==> config.mk <==
export PLATFORM = sky130hd
export DESIGN_NAME = field_lock_aligner
export DESIGN_NICKNAME = d
export VERILOG_FILES = /design/src/rtl/fla_pkg.sv /design/src/rtl/fla_field_tracker.sv /design/src/rtl/fla_fid_delay.sv /design/src/rtl/fla_align_ctrl.sv /design/src/rtl/field_lock_aligner.sv
export SDC_FILE = /design/constraint.sdc
export NUM_CORES = 1
export LEC_CHECK = 0
export ABC_AREA = 1
export BUFFER_PORTS_ARGS = -buffer_cell sky130_fd_sc_hd__clkbuf_2
export CORE_ASPECT_RATIO = 0.8
export CORE_UTILIZATION = 40
export CTS_CLUSTER_DIAMETER = 60
export DETAILED_ROUTE_END_ITERATION = 16
export PLACE_DENSITY = 0.85
export SKIP_CTS_REPAIR_TIMING = 1
export SYNTH_ARGS = -nofsm -noshare
export SYNTH_HDL_FRONTEND = slang
export SYNTH_SLANG_ARGS = --single-unit
==> constraint.sdc <==
create_clock -name clk -period 1.6 [get_ports clk]
set_clock_uncertainty 0.2 [all_clocks]
set_input_delay 0 -clock clk [delete_from_list [all_inputs] [get_ports clk]]
set_output_delay 0 -clock clk [all_outputs]
set_load 0.05 [all_outputs]
==> src/rtl/fla_pkg.sv <==
package fla_pkg;

    typedef enum logic [1:0] {
        FLA_SEEK  = 2'd0,
        FLA_ARMED = 2'd1,
        FLA_RUN   = 2'd2
    } fla_state_e;

    typedef struct packed {
        logic take;
        logic aligned;
        logic mism;
        logic uflow;
        logic lost;
    } fla_evt_t;

    function automatic logic sof_at_head(input logic valid, input logic user);
        return valid && user;
    endfunction

endpackage

==> src/rtl/fla_field_tracker.sv <==
module fla_field_tracker (
    input  logic clk,
    input  logic rst,
    input  logic vt_active,
    input  logic vt_vblank,
    output logic field_start
);
    logic blank_seen;

    always_ff @(posedge clk) begin
        if (rst) begin
            blank_seen <= 1'b0;
        end else if (vt_vblank) begin
            blank_seen <= 1'b1;
        end else if (vt_active) begin
            blank_seen <= 1'b0;
        end
    end

    assign field_start = vt_active && blank_seen;
endmodule

==> src/rtl/fla_fid_delay.sv <==
module fla_fid_delay #(
    parameter int DEPTH = 1
) (
    input  logic clk,
    input  logic rst,
    input  logic fid_in,
    input  logic shift,
    output logic fid_cand
);
    logic [DEPTH-1:0] hist;

    always_ff @(posedge clk) begin
        if (rst) begin
            hist[0] <= 1'b0;
        end else if (shift) begin
            hist[0] <= fid_in;
        end
    end

    for (genvar i = 1; i < DEPTH; i++) begin : g_stage
        always_ff @(posedge clk) begin
            if (rst) begin
                hist[i] <= 1'b0;
            end else if (shift) begin
                hist[i] <= hist[i-1];
            end
        end
    end

    assign fid_cand = hist[DEPTH-1];
endmodule

==> src/rtl/fla_align_ctrl.sv <==
module fla_align_ctrl
    import fla_pkg::*;
(
    input  logic     clk,
    input  logic     rst,
    input  logic     s_tvalid,
    input  logic     s_tuser,
    input  logic     vt_active,
    input  logic     field_start,
    input  logic     fid_match,
    output logic     s_tready,
    output fla_evt_t evt
);
    fla_state_e state, state_nxt;
    logic       head_sof;

    always_comb begin
        head_sof  = sof_at_head(s_tvalid, s_tuser);
        state_nxt = state;
        s_tready  = 1'b0;
        evt       = '0;
        unique case (state)
            FLA_SEEK: begin
                // discard beats until a start-of-frame is at the head
                s_tready = s_tvalid && !s_tuser;
                if (head_sof) begin
                    state_nxt = FLA_ARMED;
                end
            end
            FLA_ARMED, FLA_RUN: begin
                if (field_start) begin
                    if (!head_sof) begin
                        evt.lost  = 1'b1;
                        state_nxt = FLA_SEEK;
                    end else if (fid_match) begin
                        s_tready    = 1'b1;
                        evt.take    = 1'b1;
                        evt.aligned = 1'b1;
                        state_nxt   = FLA_RUN;
                    end else begin
                        s_tready  = 1'b1;
                        evt.mism  = 1'b1;
                        state_nxt = FLA_SEEK;
                    end
                end else if (state == FLA_ARMED) begin
                    evt.uflow = vt_active;
                end else if (head_sof) begin
                    state_nxt = FLA_ARMED;
                    evt.uflow = vt_active;
                end else begin
                    s_tready  = vt_active;
                    evt.take  = vt_active && s_tvalid;
                    evt.uflow = vt_active && !s_tvalid;
                end
            end
            default: state_nxt = FLA_SEEK;
        endcase
    end

    always_ff @(posedge clk) begin
        if (rst) begin
            state <= FLA_SEEK;
        end else begin
            state <= state_nxt;
        end
    end
endmodule

==> src/rtl/field_lock_aligner.sv <==
module field_lock_aligner
    import fla_pkg::*;
#(
    parameter int DATA_W      = 24,
    parameter int FID_DELAY   = 0,
    parameter int LOCK_FIELDS = 2
) (
    input  logic              clk,
    input  logic              rst,
    input  logic [DATA_W-1:0] s_tdata,
    input  logic              s_tvalid,
    output logic              s_tready,
    input  logic              s_tuser,
    input  logic              s_tlast,
    input  logic              s_fid,
    input  logic              vt_active,
    input  logic              vt_vblank,
    input  logic              vt_fid,
    output logic [DATA_W-1:0] vo_data,
    output logic              vo_active,
    output logic              vo_eol,
    output logic              vo_fid,
    output logic              locked,
    output logic              mismatch
);
    localparam int CNT_W = $clog2(LOCK_FIELDS + 1);
    localparam logic [CNT_W-1:0] LOCK_TOP = CNT_W'(LOCK_FIELDS);

    logic           field_start;
    logic           fid_cand;
    logic           sof_xfer;
    fla_evt_t       evt;
    logic [CNT_W-1:0] lock_cnt;

    fla_field_tracker u_track (
        .clk        (clk),
        .rst        (rst),
        .vt_active  (vt_active),
        .vt_vblank  (vt_vblank),
        .field_start(field_start)
    );

    assign sof_xfer = s_tvalid && s_tready && s_tuser;

    if (FID_DELAY == 0) begin : g_nodelay
        assign fid_cand = s_fid;
    end else begin : g_delay
        fla_fid_delay #(.DEPTH(FID_DELAY)) u_delay (
            .clk     (clk),
            .rst     (rst),
            .fid_in  (s_fid),
            .shift   (sof_xfer),
            .fid_cand(fid_cand)
        );
    end

    fla_align_ctrl u_ctrl (
        .clk        (clk),
        .rst        (rst),
        .s_tvalid   (s_tvalid),
        .s_tuser    (s_tuser),
        .vt_active  (vt_active),
        .field_start(field_start),
        .fid_match  (fid_cand == vt_fid),
        .s_tready   (s_tready),
        .evt        (evt)
    );

    always_ff @(posedge clk) begin
        if (rst) begin
            lock_cnt <= '0;
        end else if (evt.mism || evt.uflow || evt.lost) begin
            lock_cnt <= '0;
        end else if (evt.aligned && lock_cnt != LOCK_TOP) begin
            lock_cnt <= lock_cnt + 1'b1;
        end
    end

    assign locked = (lock_cnt == LOCK_TOP);

    always_ff @(posedge clk) begin
        if (rst) begin
            vo_data   <= '0;
            vo_active <= 1'b0;
            vo_eol    <= 1'b0;
            vo_fid    <= 1'b0;
            mismatch  <= 1'b0;
        end else begin
            vo_data   <= evt.take ? s_tdata : '0;
            vo_eol    <= evt.take && s_tlast;
            vo_active <= vt_active;
            vo_fid    <= vt_fid;
            mismatch  <= evt.mism;
        end
    end
endmodule

; ---- Word level (Yosys, flattened, before mapping)
; Index checks and enable logic that the tools add are counted.
[word_totals]
register_bits = 33
word_cells = 58
inputBits = 33
[op_classes]
bitwise_logic = 1
n_eq_ne = 6
n_mux = 26
add_sub_neg = 1
n_reduce_logical = 16
[ops]
columns = cell, n
row1 = 1-bit two-way mux, 15
row2 = 2-bit two-way mux, 7
row3 = 1-bit logical AND, 7
row4 = 2-bit OR reduction, 3
row5 = 5-bit two-way mux, 1
row6 = 2-bit == test (second input constant), 2
row7 = 2-bit one-hot mux with 2 select lines, 1
row8 = 3-bit two-way mux, 1
row9 = 3-bit != test (second input constant), 1
row10 = 2-bit by 1-bit adder with 2-bit output (second input constant), 1
row11 = 2-bit by 1-bit == test with 1-bit output (second input constant), 1
row12 = 1-bit zero test, 2
row13 = 2-bit zero test, 1
row14 = 1-bit logical OR, 2
row15 = 2-bit != test (second input constant), 1
row16 = 1-bit one-hot mux with 2 select lines, 1
row17 = 2-bit nonzero test, 1
row18 = 1-bit == test, 1
row19 = 1-bit inverter, 1

; ---- Logic depth before layout (Yosys ltp)
[logic_depth]
word_depth = 9
depth_mapped = 8
mapped_depth_nobuf = 8

; ---- Cells and area by module
; Synthesis repeated with hierarchy kept, for this count alone.
[unflattened]
hier_cells = 158
area_unflattened_um2 = 1247.4
[modules_own_cells]
columns = mod, cells_per_inst, instances, area_per_inst_um2
row1 = field_lock_aligner, 106, 1, 939.7
row2 = fla_align_ctrl, 45, 1, 260.2
row3 = fla_field_tracker, 7, 1, 47.5

; ---- Worst setup path after synthesis
; OpenSTA, ideal clock, no wires.
[synth_timing]
path_type = reg2out
from = reg u_ctrl.state[1]
to = out s_tready
path_stages_with_launch = 9
slack_ns = -0.172
arrival_time_ns = 1.572
cell_sequence = dfxtp_1 -> inv_1 -> ha_1 -> inv_1 -> nor2_1 -> nand2_1 -> o221ai_1 -> nand2_1 -> inv_1
[synth_via]
elab_chain_cells = 4
word_cells_on_any_way = 7
classes_between = 2 x eq/ne / 3 x mux / 2 x reduce/logical
[synth_lines]
columns = element, line_no
row1 = start: declaration, fla_align_ctrl.sv:14  ; fla_state_e state, state_nxt;
row2 = start signal: assignment, fla_align_ctrl.sv:64  ; state <= state_nxt;
row3 = 2-bit by 1-bit == test with 1-bit output, "fla_align_ctrl.sv:22, fla_align_ctrl.sv:45"
row4 = 1-bit two-way mux, fla_align_ctrl.sv:45  ; end else if (state == FLA_ARMED) begin
row5 = 1-bit two-way mux, fla_align_ctrl.sv:31  ; if (field_start) begin
row6 = 1-bit one-hot mux with 2 select lines (*), fla_align_ctrl.sv:22  ; unique case (state)
row7 = end: declaration, field_lock_aligner.sv:12  ; output logic s_tready,
; Every way passes the cells marked *; elsewhere a longest branch is shown, timed or not.

; ---- Worst setup path after layout
; Ends and elaborated chain as after synthesis.

==> impl_results.md <==
- Outcome: finished, violations left
- Violated checks: hold timing, setup timing
- Number of synthesized flops with an enable pin: 0
- Clock Power Share: 0.337
- DRC viols: 0
- Total power: 1.74 mW
- Area share of the largest cell type after synthesis: 0.508
- R2R Setup Slk: -0.03 ns
- Leakage: 1.18 nW
- Inserted Clock Buffers: 5
- Clk sinks: 33
- Flop pwr share: 0.484
- Psw: 0.457 mW
- Worst Hold Class: in -> reg
- Die ar.: roughly 0.0035 mm^2
- Commonest non-fill, non-tap cell in the layout: clkbuf_2
- Syn-to-layout area delta: 73.0%
- GRT Total Usage: 0.151
- Cell taking the most area after synthesis: dfxtp_1
- Final Slew Violations: 0
- Max_slew headroom: 0.805
- Cells after DPL: ~260
- WHS: -0.0295 ns
- Layout Nets: 303
- Most frequent cells in the layout: clkbuf_2, inv_1, dlygate4sd3_1, dfxtp_1, nand2_1
- TritonCTS clock tree: yes
- Fillers: 233
- Number of input and output port buffers inserted: 62
- Chip height: about 53 um
- Die width: between 60 and 70 um
- DR vias: between 1000 and 1500
- Post-Layout Cell Count: about 300
- Root Driver: clkbuf_8
- Largest net degree at the start of global routing: 26
- Clk_lat worst skew: 0.27 ns
- RSZ-0062 raised after global routing: yes
- Fin. Hold Viols: 1
- Min-delay src: s_tuser
- Max Cap Viol: 0
- Hold Path End: u_ctrl.state[1]$_SDFFE_PP0P_
- Buf/Inv on CP: 4
- Mapped Area: 0.00130 mm^2
- Row cnt: 18
- CP cell instances: inv_2 > ha_4 > inv_2 > nor2_2 > nand2_1 > o221ai_2 > nand2_1 > clkinvlp_4 > buf_8
- #FFs+latches synth: 33
- Initial core utilization: 0.422
- Worst path max stage delay: approximately 0.33 ns
- Achievable Freq: 557 MHz
- Cell internal pwr: 1.28 mW
- Avg Cell Area, Syn: 8.29 um^2
- Final Wtd Congestion: between 0.8 and 0.9
- Sequential Area: between 600 and 700 um^2
- Pwr dens: 772 mW/mm^2
- Clk slew on worst S/H paths: ~0.060 ns
- Tcrit/Tclk final: 1.12
- RR Startpoint: u_ctrl.state[0]$_SDFFE_PP0P_
- Post-synth ARST share: 0
- Setup crit start kind: register
- Worst reg2reg path endpoint: vo_eol$_SDFF_PP0_
- Top cells by area, synth: dfxtp_1, inv_1, nor2_2
- Antenna diodes: 0
- Hold Path Cell Cnt: 6
- Register area share after synthesis: 0.508
- Iteration count of the initial detailed-routing pass: 4
- Drt wl/cell: 11.3 um
- Util after Layout: 0.730
- CP Capture Type: output port
- Worst EP required: around 1.4 ns
- CORE AREA: 0.00309 mm^2
- Maximum VDD drop: 550 uV
- Worst r2r path cells: 8
- Initial DRC count: 47
- Critical path type: reg -> out
- Yosys warning count: 0
- Htree depth: 2
- Number of global-route vias before repair: between 900 and 1000
- Area of the multi-input gates: between 500 and 600 um^2
- Global-route wire length before repair: between 3000 and 4000 um
- Actual slew at the worst max-slew pin: 0.294 ns
- Final HPWL DP: 1930 um
- Post-DRT Antenna Nets: 0
- Layout cells sized above 1: 0.466
- Post-synth cell types: 17
- Minimum clock period: 1.80 ns
- Grt ovf: 0
- Routed WL: between 3000 and 4000 um
- DP Area: around 0.0017 mm^2
- Design Area, Final: 0.00225 mm^2
- Post-synthesis net count: around 200
- # IOs: 63
- Worst Path Max Fanout: 4
- Delay-heaviest family, CP: buffers and inverters
- Arr. time, crit path: around 1.6 ns
- Initial antenna violation count: 0
- Vias per cell: approximately 4.4
- Comb power frac: 0.179
- Clock Tree Buf Depth: 2
- CP max stage cell: dfxtp_2
- Mapped Cells: 157
- Switching Share: 0.263
- Setup violators final: 23
- Worst Slack Setup Final: -0.196 ns
- Main synth FF type: dfxtp_1
[cells by family (layout without fill, tap and decap cells)]
family	Yosys count	in the layout	synth area share
AND/OR/NAND/NOR	65	65	0.262
flip-flops	33	33	0.508
AO/OA/AOI/OAI	9	9	0.0404
adder cells (fa/ha/maj)	5	5	0.0481
buffers and inverters	45	154	0.142
[cells in the mapped netlist (2+ instances only)]
cell and number:
inv_1 42, dfxtp_1 33, nand2_1 21, nor2_2 20
nor2_1 12, a21oi_1 7, ha_1 5, nand3_1 4
nand2_2 3, buf_6 2, nand3_2 2
[flip-flops by register name (all words and copies together), names as in the netlist]
register	cells
vo_data	24
u_track.blank_seen	1
u_ctrl.state	2
lock_cnt	2
vo_fid	1
vo_eol	1
mismatch	1
vo_active	1
[cell type report]
cell class              count  share of cell area
flip-flops and latches     33               0.295
well taps                  40              0.0222
clock inverters             3             0.00778
clock buffers               5              0.0306
inverters                  43              0.0739
multi-input cells          79               0.233
repair buffers            103               0.337
[tightest hold or removal path, stage by stage]
cell and delay [ns]:
clkbuf_2 0.10, nand2_2 0.08, nand3_1 0.07, nand2_1 0.05, nand2_1 0.05, a21oi_1 0.05
[how the worst max path moves through the flow]
| stage | startpoint | slack, ns | end | cells past startpoint |
|---|---|---|---|---|
| after detailed placement | u_ctrl.state[1]$_SDFFE_PP0P_ | -0.03 | s_tready | 9 |
| after floorplan | u_ctrl.state[1]$_SDFFE_PP0P_ | 0.003 | s_tready | 8 |
| after global placement | u_ctrl.state[1]$_SDFFE_PP0P_ | 0.002 | s_tready | 9 |
| final | u_ctrl.state[1]$_SDFFE_PP0P_ | -0.20 | s_tready | 9 |
| after global routing | u_ctrl.state[1]$_SDFFE_PP0P_ | -0.25 | s_tready | 9 |
| after CTS | u_ctrl.state[1]$_SDFFE_PP0P_ | -0.34 | s_tready | 9 |
[through the flow]
step	setup WS (ns)	setup TNS (ns)
3_3_place_gp	0.00154	0
6_report	-0.196	-0.497
3_5_place_dp	-0.0305	-0.0305
5_1_grt	-0.249	-2.55
4_1_cts	-0.336	-0.347
2_1_floorplan	0.00323	0
[power groups by stage]
stage	Combinational, mW	Sequential (mW)	Clock, mW
global placement	0.214	0.858	0
floorplan	0.105	0.893	0
global route	0.339	0.841	0.651
detailed placement	0.217	0.859	0
CTS	0.218	0.840	0.603
finish	0.311	0.841	0.586
[per-layer routing]
layer,track usage,part of all wire
met2,0.243,0.53
met1,0.178,0.41
met5,0,0
met3,0.0453,0.043
met4,0.0870,0.013
No activity file was read; power rests on OpenSTA's default activity.
